==> config.mk <==
export PLATFORM = sky130hd
export DESIGN_NAME = rx_flowctl
export DESIGN_NICKNAME = d
export VERILOG_FILES = /design/src/rtl/rxfc_pkg.sv /design/src/rtl/rxfc_cfg.sv /design/src/rtl/rxfc_hyst.sv /design/src/rtl/rxfc_trig.sv /design/src/rtl/rxfc_route.sv /design/src/rtl/rx_flowctl.sv
export SDC_FILE = /design/constraint.sdc
export NUM_CORES = 1
export LEC_CHECK = 0
export ABC_AREA = 1
export ABC_CLOCK_PERIOD_IN_PS = 1700
export BUFFER_PORTS_ARGS = -buffer_cell sky130_fd_sc_hd__buf_2
export CORE_MARGIN = 4
export CORE_UTILIZATION = 55
export DETAILED_ROUTE_END_ITERATION = 7
export PLACE_DENSITY = 0.79
export SETUP_SLACK_MARGIN = 0.3
export SLEW_MARGIN = 10
export SYNTH_ARGS = -nofsm -noshare
export SYNTH_HDL_FRONTEND = slang
export SYNTH_HIERARCHICAL = 1
export SYNTH_SLANG_ARGS = --single-unit
==> constraint.sdc <==
create_clock -name clk -period 1.7 [get_ports clk]
set_clock_uncertainty 0.15 [all_clocks]
set_input_delay 0.17 -clock clk [delete_from_list [all_inputs] [get_ports clk]]
set_output_delay 0.17 -clock clk [all_outputs]
set_load 0.05 [all_outputs]
==> src/rtl/rxfc_pkg.sv <==
package rxfc_pkg;
  typedef enum logic {
    LINE_RTS = 1'b0,
    LINE_DTR = 1'b1
  } line_sel_e;

  typedef enum logic {
    ST_FLOW = 1'b0,
    ST_STOP = 1'b1
  } hyst_st_e;

  localparam int NUM_LINES = 2;
endpackage

==> src/rtl/rxfc_cfg.sv <==
module rxfc_cfg #(
  parameter int CNT_W    = 7,
  parameter int DEF_HI   = 48,
  parameter int DEF_LO   = 16,
  parameter int DEF_TRIG = 32
) (
  input  logic             clk,
  input  logic             rst,
  input  logic             we,
  input  logic [CNT_W-1:0] wr_hi,
  input  logic [CNT_W-1:0] wr_lo,
  input  logic [CNT_W-1:0] wr_trig,
  output logic [CNT_W-1:0] hi_q,
  output logic [CNT_W-1:0] lo_q,
  output logic [CNT_W-1:0] trig_q
);
  localparam logic [CNT_W-1:0] ONE = CNT_W'(1);

  logic [CNT_W-1:0] hi_fix, lo_fix;

  always_comb begin
    hi_fix = (wr_hi == '0) ? ONE : wr_hi;
    lo_fix = (wr_lo >= hi_fix) ? (hi_fix - ONE) : wr_lo;
  end

  always_ff @(posedge clk) begin
    if (rst) begin
      hi_q   <= CNT_W'(DEF_HI);
      lo_q   <= CNT_W'(DEF_LO);
      trig_q <= CNT_W'(DEF_TRIG);
    end else if (we) begin
      hi_q   <= hi_fix;
      lo_q   <= lo_fix;
      trig_q <= wr_trig;
    end
  end

  // stored watermarks are always strictly ordered
  p_thr_order_r6: assert property (@(posedge clk) disable iff (rst)
    hi_q > lo_q);

  // an ordered write lands unchanged
  p_write_keep_r6: assert property (@(posedge clk) disable iff (rst)
    (we && wr_hi != '0 && wr_lo < wr_hi) |=> (hi_q == $past(wr_hi) && lo_q == $past(wr_lo)));
endmodule

==> src/rtl/rxfc_hyst.sv <==
module rxfc_hyst
  import rxfc_pkg::*;
#(
  parameter int CNT_W = 7
) (
  input  logic             clk,
  input  logic             rst,
  input  logic [CNT_W-1:0] fill,
  input  logic [CNT_W-1:0] hi,
  input  logic [CNT_W-1:0] lo,
  output logic             stop_q
);
  hyst_st_e st_q, st_d;

  always_comb begin
    st_d = st_q;
    unique case (st_q)
      ST_FLOW: if (fill >= hi) st_d = ST_STOP;
      ST_STOP: if (fill <= lo) st_d = ST_FLOW;
      default: st_d = ST_FLOW;
    endcase
  end

  always_ff @(posedge clk) begin
    if (rst) st_q <= ST_FLOW;
    else     st_q <= st_d;
  end

  assign stop_q = (st_q == ST_STOP);

  p_stop_at_hi_r3: assert property (@(posedge clk) disable iff (rst)
    (fill >= hi) |=> stop_q);

  p_hold_above_lo_r4: assert property (@(posedge clk) disable iff (rst)
    (stop_q && fill > lo) |=> stop_q);

  p_release_at_lo_r4: assert property (@(posedge clk) disable iff (rst)
    (fill <= lo) |=> !stop_q);

  p_flow_below_hi_r9: assert property (@(posedge clk) disable iff (rst)
    (!stop_q && fill < hi) |=> !stop_q);
endmodule

==> src/rtl/rxfc_trig.sv <==
module rxfc_trig #(
  parameter int CNT_W = 7
) (
  input  logic             clk,
  input  logic             rst,
  input  logic [CNT_W-1:0] fill,
  input  logic [CNT_W-1:0] trig,
  output logic             irq_q
);
  always_ff @(posedge clk) begin
    if (rst) irq_q <= 1'b0;
    else     irq_q <= (fill >= trig);
  end

  p_irq_set_r2: assert property (@(posedge clk) disable iff (rst)
    (fill >= trig) |=> irq_q);

  p_irq_clr_r5: assert property (@(posedge clk) disable iff (rst)
    (fill < trig) |=> !irq_q);
endmodule

==> src/rtl/rxfc_route.sv <==
module rxfc_route
  import rxfc_pkg::*;
(
  input  logic      clk,
  input  logic      rst,
  input  logic      auto_en,
  input  line_sel_e sel,
  input  logic      man_req,
  input  logic      stop,
  output logic      rts_n,
  output logic      dtr_n
);
  logic                 req;
  logic [NUM_LINES-1:0] pin_d, pin_q;

  assign req = auto_en ? !stop : man_req;

  for (genvar g = 0; g < NUM_LINES; g++) begin : g_line
    assign pin_d[g] = (sel == line_sel_e'(g)) ? !req : 1'b1;
  end

  always_ff @(posedge clk) begin
    if (rst) pin_q <= '1;
    else     pin_q <= pin_d;
  end

  assign rts_n = pin_q[LINE_RTS];
  assign dtr_n = pin_q[LINE_DTR];

  p_one_line_r7: assert property (@(posedge clk) disable iff (rst)
    !(rts_n == 1'b0 && dtr_n == 1'b0));

  p_idle_dtr_r7: assert property (@(posedge clk) disable iff (rst)
    (sel == LINE_RTS) |=> dtr_n);

  p_manual_r8: assert property (@(posedge clk) disable iff (rst)
    (!auto_en && sel == LINE_RTS) |=> (rts_n == !$past(man_req)));
endmodule

==> src/rtl/rx_flowctl.sv <==
module rx_flowctl
  import rxfc_pkg::*;
#(
  parameter int FIFO_DEPTH = 64,
  parameter int CNT_W      = $clog2(FIFO_DEPTH + 1),
  parameter int DEF_HI     = 48,
  parameter int DEF_LO     = 16,
  parameter int DEF_TRIG   = 32
) (
  input  logic             clk,
  input  logic             rst,
  input  logic [CNT_W-1:0] fill_lvl,
  input  logic             cfg_we,
  input  logic [CNT_W-1:0] cfg_hi,
  input  logic [CNT_W-1:0] cfg_lo,
  input  logic [CNT_W-1:0] cfg_trig,
  input  logic             auto_en,
  input  logic             line_sel,
  input  logic             man_req,
  output logic             rts_n,
  output logic             dtr_n,
  output logic             rx_rdy_irq
);
  logic [CNT_W-1:0] hi_q, lo_q, trig_q;
  logic             stop;

  rxfc_cfg #(
    .CNT_W(CNT_W), .DEF_HI(DEF_HI), .DEF_LO(DEF_LO), .DEF_TRIG(DEF_TRIG)
  ) cfg_i (
    .clk(clk), .rst(rst), .we(cfg_we),
    .wr_hi(cfg_hi), .wr_lo(cfg_lo), .wr_trig(cfg_trig),
    .hi_q(hi_q), .lo_q(lo_q), .trig_q(trig_q)
  );

  rxfc_hyst #(.CNT_W(CNT_W)) hyst_i (
    .clk(clk), .rst(rst), .fill(fill_lvl),
    .hi(hi_q), .lo(lo_q), .stop_q(stop)
  );

  rxfc_trig #(.CNT_W(CNT_W)) trig_i (
    .clk(clk), .rst(rst), .fill(fill_lvl),
    .trig(trig_q), .irq_q(rx_rdy_irq)
  );

  rxfc_route route_i (
    .clk(clk), .rst(rst), .auto_en(auto_en),
    .sel(line_sel_e'(line_sel)), .man_req(man_req), .stop(stop),
    .rts_n(rts_n), .dtr_n(dtr_n)
  );

  // outputs idle right after a reset cycle
  p_reset_idle_r1: assert property (@(posedge clk)
    rst |=> (rts_n && dtr_n && !rx_rdy_irq));
endmodule

==> impl_results.md, run 1 <==
* Post-synthesis cell area at between 0.0015 and 0.002 sq mm
* CP endpoint kind: flop
* Power density cells at roughly 580 mW/mm^2
* Drt initial violations at 78
* HPWL Detailed at 3210 um
* Clk buf depth at 2
* Die H at approximately 67 um
* Synth warn at 6
* Placer Congestion at roughly 0.83
* Hold Path Class: in -> reg
* Pin count of the biggest net entering global routing at 20
* Worst-margin pin slew at approximately 400 ps
* Share of Yosys cell area claimed by the top area cell type at 0.262
* Synth cell count leaders: 67 x nand2_1, 63 x inv_1, 29 x ha_1
* Worst-Skew Late Latency at approximately 320 ps
* Post-DR wirelength/cell at approximately 13 um
* Synthesized Nets at between 300 and 400
* Synth top area cells: dfxtp_1 26%, ha_1 19%, nand2_1 13%, inv_1 12%, nor2_1 5.1%
* Die area at between 0.004 and 0.005 sq mm
* CTS H-tree depth at 1
* Worst path required time at approximately 1800 ps
* CTS Root Cell: clkbuf_4
* CTS tree: yes
* Via count at 1916
* Core Footprint at roughly 0.0033 sq mm
* Seq/Total Area, Yosys at 0.262
* Placed inst area at around 0.0022 sq mm
* Port Buffers at 36
* Maximum clock frequency at between 700 and 800 MHz
* Antenna cells at 0
* Fin crit share at 0.822
* Initial antenna violation count at 0
* Global router's overall resource usage at 0.200
* First-pass DRT Iterations at 4
* Final-layout fill cell count at about 250
* Avg Inst Size Synth at 6.67 sq um
* Worst-path clk slew at approximately 130 ps
* CP Max Fanout at 5
* Most common cell in the netlist: nand2_1
* Area of the multi-input gates at between 0.001 and 0.0015 sq mm
* WS Path Type: in -> reg
* Sink Count at 25
* Max-Cap Viols at 0
* Num ports at 37
* Vias in the first global route at approximately 1700
* First-pass GRT wire length at between 6000 and 7000 um
* Post-synth EDFFs at 0
* Die X at between 60 and 70 um
* Hold Violations, Final at 0
* Share of layout cells above drive strength 1 at 0.318
* Total CTS buffers at 3
* Max VDD drop at ~250 uV
* Fin. max-slew vios at 0
* Status: finished clean
* Via density at slightly below 5
* Fin crit period at ~1400 ps
* Async set or reset register ratio after synthesis at 0
* Synth area leader: dfxtp_1
* Hold_ws at approximately 5.4 ps
* Antenna viol nets, final at 0
* CP startpoint kind: primary input
* Count of cell types in the netlist at 25
* Slew margin rel. at 0.728
* Final instance area at 0.00261 sq mm
* CP arrival at 1490 ps
* Area Growth Syn to Fin at 36.6%
* Hold-critical path depth at 5
* Reg area at roughly 520 sq um
* RSZ-0062 raised after global routing: true
* Initial Util at 0.573
* Rows at 21
* Worst-case reg-to-reg path depth at 8
* Synth Instances at 287
* # setup viols final at 0
* Final TNS setup at 0 ps
* Gr ovfl total at 0
* Main synth FF type: dfxtp_1
* Detailed-route DRC error count at 0
* Final nets at between 400 and 500
* Synth Register Bits at 25
* Drt total wl at between 4000 and 5000 um
* Lkg Pwr at 0.00138 uW
==> routing by layer <==
| metal | global-route usage | wire length, um | share of wire | vias to the layer above |
|---|---|---|---|---|
| li1 | - | - | - | 1010 |
| met1 | 0.233 | 1990 | 0.40 | 847 |
| met2 | 0.382 | 2620 | 0.53 | 49 |
| met3 | 0.0152 | 247 | 0.050 | 10 |
| met4 | 0.0608 | 80 | 0.016 | 0 |
| met5 | 0 | 0 | 0 | - |
==> cell usage in the layout, fill, tap and decap left out, drive strengths merged <==
master        n
nand2        72
clkbuf        4
ha           29
o211ai        3
a21oi        21
nand4         2
o21ai        13
nand3b        1
o31ai         1
xor2          2
buf          47
dfxtp        25
a21o          1
nor2         32
inv          66
nand3        14
dlygate4sd3  16
==> power breakdown <==
group / leakage [uW] / internal (uW) / switching (uW)
clock network: 0.0000150 / 92.0 / 180
logic: 0.00116 / 255 / 327
registers: 0.000210 / 636 / 22.4
==> critical path, cell delays in order <==
cell	delay, ps
buf_8	100
nor2_4	120
nand3_2	100
nand2_2	120
ha_4	210
inv_2	50
nand2_2	30
nand2_1	60
nand2_2	60
nand2_4	100
nand2_4	80
a21oi_2	130
o21ai_1	70
nand2_1	60
inv_1	30
==> through the flow <==
stage	cells	worst slack, ps	utilization	total power, uW
6_report	395	303	0.783	1510
5_1_grt	395	217	0.783	1630
3_5_place_dp	373	-64.0	0.664	1120
4_1_cts	390	298	0.713	1410
3_3_place_gp	373	4.49	0.664	1100
2_1_floorplan	287	167	-	980
==> area by class of cell <==
cell class                      instances  share of cell area
Inverter                               66              0.0948
Tap cell                               46              0.0220
Multi-Input combinational cell        191               0.501
Timing Repair Buffer                   63               0.175
Sequential cell                        25               0.197
Clock buffer                            4              0.0101
==> sequential cells by signal (all words and copies together), names as in the netlist <==
| register | cells |
|---|---|
| cfg_i/hi_q | 7 |
| route_i/pin_q | 2 |
| hyst_i/stop_q | 1 |
| trig_i/irq_q | 1 |
| cfg_i/trig_q | 7 |
| cfg_i/lo_q | 7 |
==> worst paths after layout <==
path	startpoint	slack (ps)	to
min reg2reg	cfg_i/lo_q[3]	330	cfg_i/lo_q[3]
max	cfg_hi[2]	300	cfg_i/lo_q[0]
max reg2reg	cfg_i/lo_q[4]	310	hyst_i/stop_q
min	cfg_lo[2]	5	cfg_i/lo_q[2]
==> cells by family after synthesis <==
family / synth area share
and+or+nand+nor: 0.267
adders and majority gates: 0.190
DFF: 0.262
AOI/OAI and AO/OA: 0.122
buffers and inverters: 0.150
xor gates and xnor gates: 0.00916
==> repair_timing <==
| item | CTS | global route |
|---|---|---|
| endpoints found under the setup margin | 2 | 8 |
| buffers inserted | 0 | 1 |
| hold endpoints to repair | 13 | 1 |
| hold buffers | 13 | 3 |
| pin swaps | 1 | 17 |
| gates resized for setup | 3 | 50 |
| cloned | 0 | 1 |
Note: power is estimated with default switching activity, not from simulation.
==> run 2, diff against run 1 <==
--- a/config.mk
+++ b/config.mk
@@ -6,7 +6,7 @@
 export NUM_CORES = 1
 export LEC_CHECK = 0
 export ABC_AREA = 1
-export ABC_CLOCK_PERIOD_IN_PS = 1700
+export ABC_CLOCK_PERIOD_IN_PS = 1300
 export BUFFER_PORTS_ARGS = -buffer_cell sky130_fd_sc_hd__buf_2
 export CORE_MARGIN = 4
 export CORE_UTILIZATION = 55
==> constraint.sdc (replaced) <==
create_clock -name clk -period 1.3 [get_ports clk]
set_clock_uncertainty 0.15 [all_clocks]
set_input_delay 0.13 -clock clk [delete_from_list [all_inputs] [get_ports clk]]
set_output_delay 0.13 -clock clk [all_outputs]
set_load 0.05 [all_outputs]
==> run 2 against run 1 <==
The flow now finishes with violations (negative hold slack, negative setup slack). Largest cell class unchanged. Highest routed layer unchanged. Worst setup slack got worse by 400 ps. Critical endpoint is now hyst_i/stop_q. Non-clock buffer count is 10 higher. Final cell count grew 2.5%. Via count increased by 3.9%. Sequential power up 32%. Power rose by 35%. Critical path depth decreased by 7. Die area stayed put. Critical path type is now reg -> reg. Flip-flop and latch count stayed put. Count of clock-buffer cells in the layout unchanged. Sequential share of layout area decreased by 0.72 points.
==> impl_results.md, run 2 (synthesis gave the netlist of run 1 again) <==
* WS Path Type: reg -> reg
* Most frequent CP cell: nand2_2
* Worst-margin pin slew at about 350 ps
* Via density at around 4.9
* CP arrival at approximately 1500 ps
* Pin count of the biggest net entering global routing at 18
* Detailed-route DRC error count at 0
* Post-DR wirelength/cell at roughly 13 um
* Met3 Usage GRT at 0.0219
* CP startpoint kind: flop
* CP endpoint kind: flop
* Worst path required time at approximately 1400 ps
* Share of layout cells above drive strength 1 at 0.401
* Vias in the first global route at roughly 2100
* Initial antenna violation count at 0
* # setup viols final at 6
* R2r setup slk at -100 ps
* CP Max Fanout at 2
* CTS tree: yes
* Overall Power at between 2000 and 2500 uW
* Drt initial violations at around 90
* Total CTS buffers at 3
* Worst-path clk slew at 140 ps
* Hold Violations, Final at 2
* Max-Cap Viols at 0
* CP peak stage delay at between 300 and 400 ps
* Antenna cells at 0
* Hold Path Class: in -> reg
* Die area at ~0.0045 sq mm
* Fin. max-slew vios at 0
* Gr busiest metal: met2
* Worst path slowest cell: dfxtp_2
* Worst-Skew Late Latency at roughly 330 ps
* Power density cells at approximately 740 mW/mm^2
* HPWL Detailed at about 3400 um
* Via count at a little under 2000
* Die H at roughly 67 um
* Num ports at 37
* Gr ovfl total at 0
* Sink Count at 25
* Area Growth Syn to Fin at 43.9%
* Commonest non-fill, non-tap cell in the layout: nand2_1
* Maximum clock frequency at 715 MHz
* Final nets at roughly 420
* Registers with the most flip-flops: cfg_i/hi_q (7), cfg_i/lo_q (7), cfg_i/trig_q (7)
* First-pass DRT Iterations at 4
* Port Buffers at 36
* First-pass GRT wire length at slightly below 9000 um
* Final instance area at around 0.0028 sq mm
* Lkg Pwr at ~0.0014 uW
* Initial Util at 0.573
* Status: finished with violations
* CTS Root Cell: clkbuf_4
* Drt total wl at between 5000 and 6000 um
* Clk buf depth at 2
* Global router's overall resource usage at 0.260
* Placed inst area at between 0.002 and 0.0025 sq mm
* Crit-path cells: inv_2 -> ha_4 -> nand2_1 -> nor2_2 -> nand2_2 -> nand2_2 -> nand2_2 -> a21oi_2
* Max VDD drop at between 400 and 500 uV
* M1 GR Usage at 0.262
* Core Util, Final at 0.825
* Failing checks: negative hold slack, negative setup slack
* RSZ-0062 raised after global routing: true
* DP Worst Slack at -433 ps
* CTS H-tree depth at 1
* Fin crit share at 1.08
* Slew margin rel. at 0.764
* Most frequent cells in the layout: 55 x nand2_1, 54 x inv_1, 28 x buf_4
* Rows at 21
* Placer Congestion at between 0.8 and 0.9
* Placed instance count at between 300 and 400
* Die X at ~67 um
* Fin crit period at ~1400 ps
* PnR worst setup slack at -97.7 ps
* Met2 usage at 0.517
* Core Footprint at roughly 0.0033 sq mm
* Final Non-Filler Cells at approximately 410
* Antenna viol nets, final at 0
* Hold_ws at -16.4 ps
-- run 2: layout make-up --
class	count	area, sq um
fill	220	584
multi-input combinational	191	1350
clock buffer	4	26.3
inverter	66	248
timing repair buffer	73	551
sequential	25	523
tap	46	57.6
-- run 2: stage by stage --
| stage | TNS, ps | hold WS (ps) |
|---|---|---|
| floorplan | -1090 | 42.4 |
| global placement | -2360 | 191 |
| detailed placement | -2840 | 197 |
| CTS | -61.6 | -39.6 |
| global route | -1060 | 10.3 |
| finish | -247 | -16.4 |
-- run 2: layer usage --
metal	routed length, um	up-vias
met5	0	-
li1	-	1031
met2	2820	53
met3	177	19
met1	2070	887
met4	210	0
-- run 2: worst max-delay path: cells and delay by family (launching register included) --
family | cells | cell delay [ps]
fa+ha+maj | 1 | 250
flops | 1 | 360
compound gates | 1 | 130
simple gates | 5 | 400
buf+inv | 1 | 40
-- run 2: path summary, 6_finish.rpt --
path | from | end | cells after the start
worst max-delay path | cfg_i/hi_q[6] | hyst_i/stop_q | 8
worst min-delay path | cfg_lo[4] | cfg_i/lo_q[4] | 4
worst max register to register | cfg_i/hi_q[6] | hyst_i/stop_q | 8
worst min register to register | cfg_i/lo_q[3] | cfg_i/lo_q[3] | 2
-- run 2: repair_timing --
item | CTS | global route
hold endpoints to repair | 15 | 0
cloned | 1 | 0
gates resized for setup | 66 | 11
pin swaps | 23 | 5
setup endpoints to repair | 12 | 12
hold buffers | 10 | 0
setup buffers | 5 | 0
-- run 2: power by group --
part           switching, uW  total [uW]  internal, uW
Clock                    238         358           120
Combinational            444         813           370
Sequential              34.0         869           835
Total                    715        2040          1320
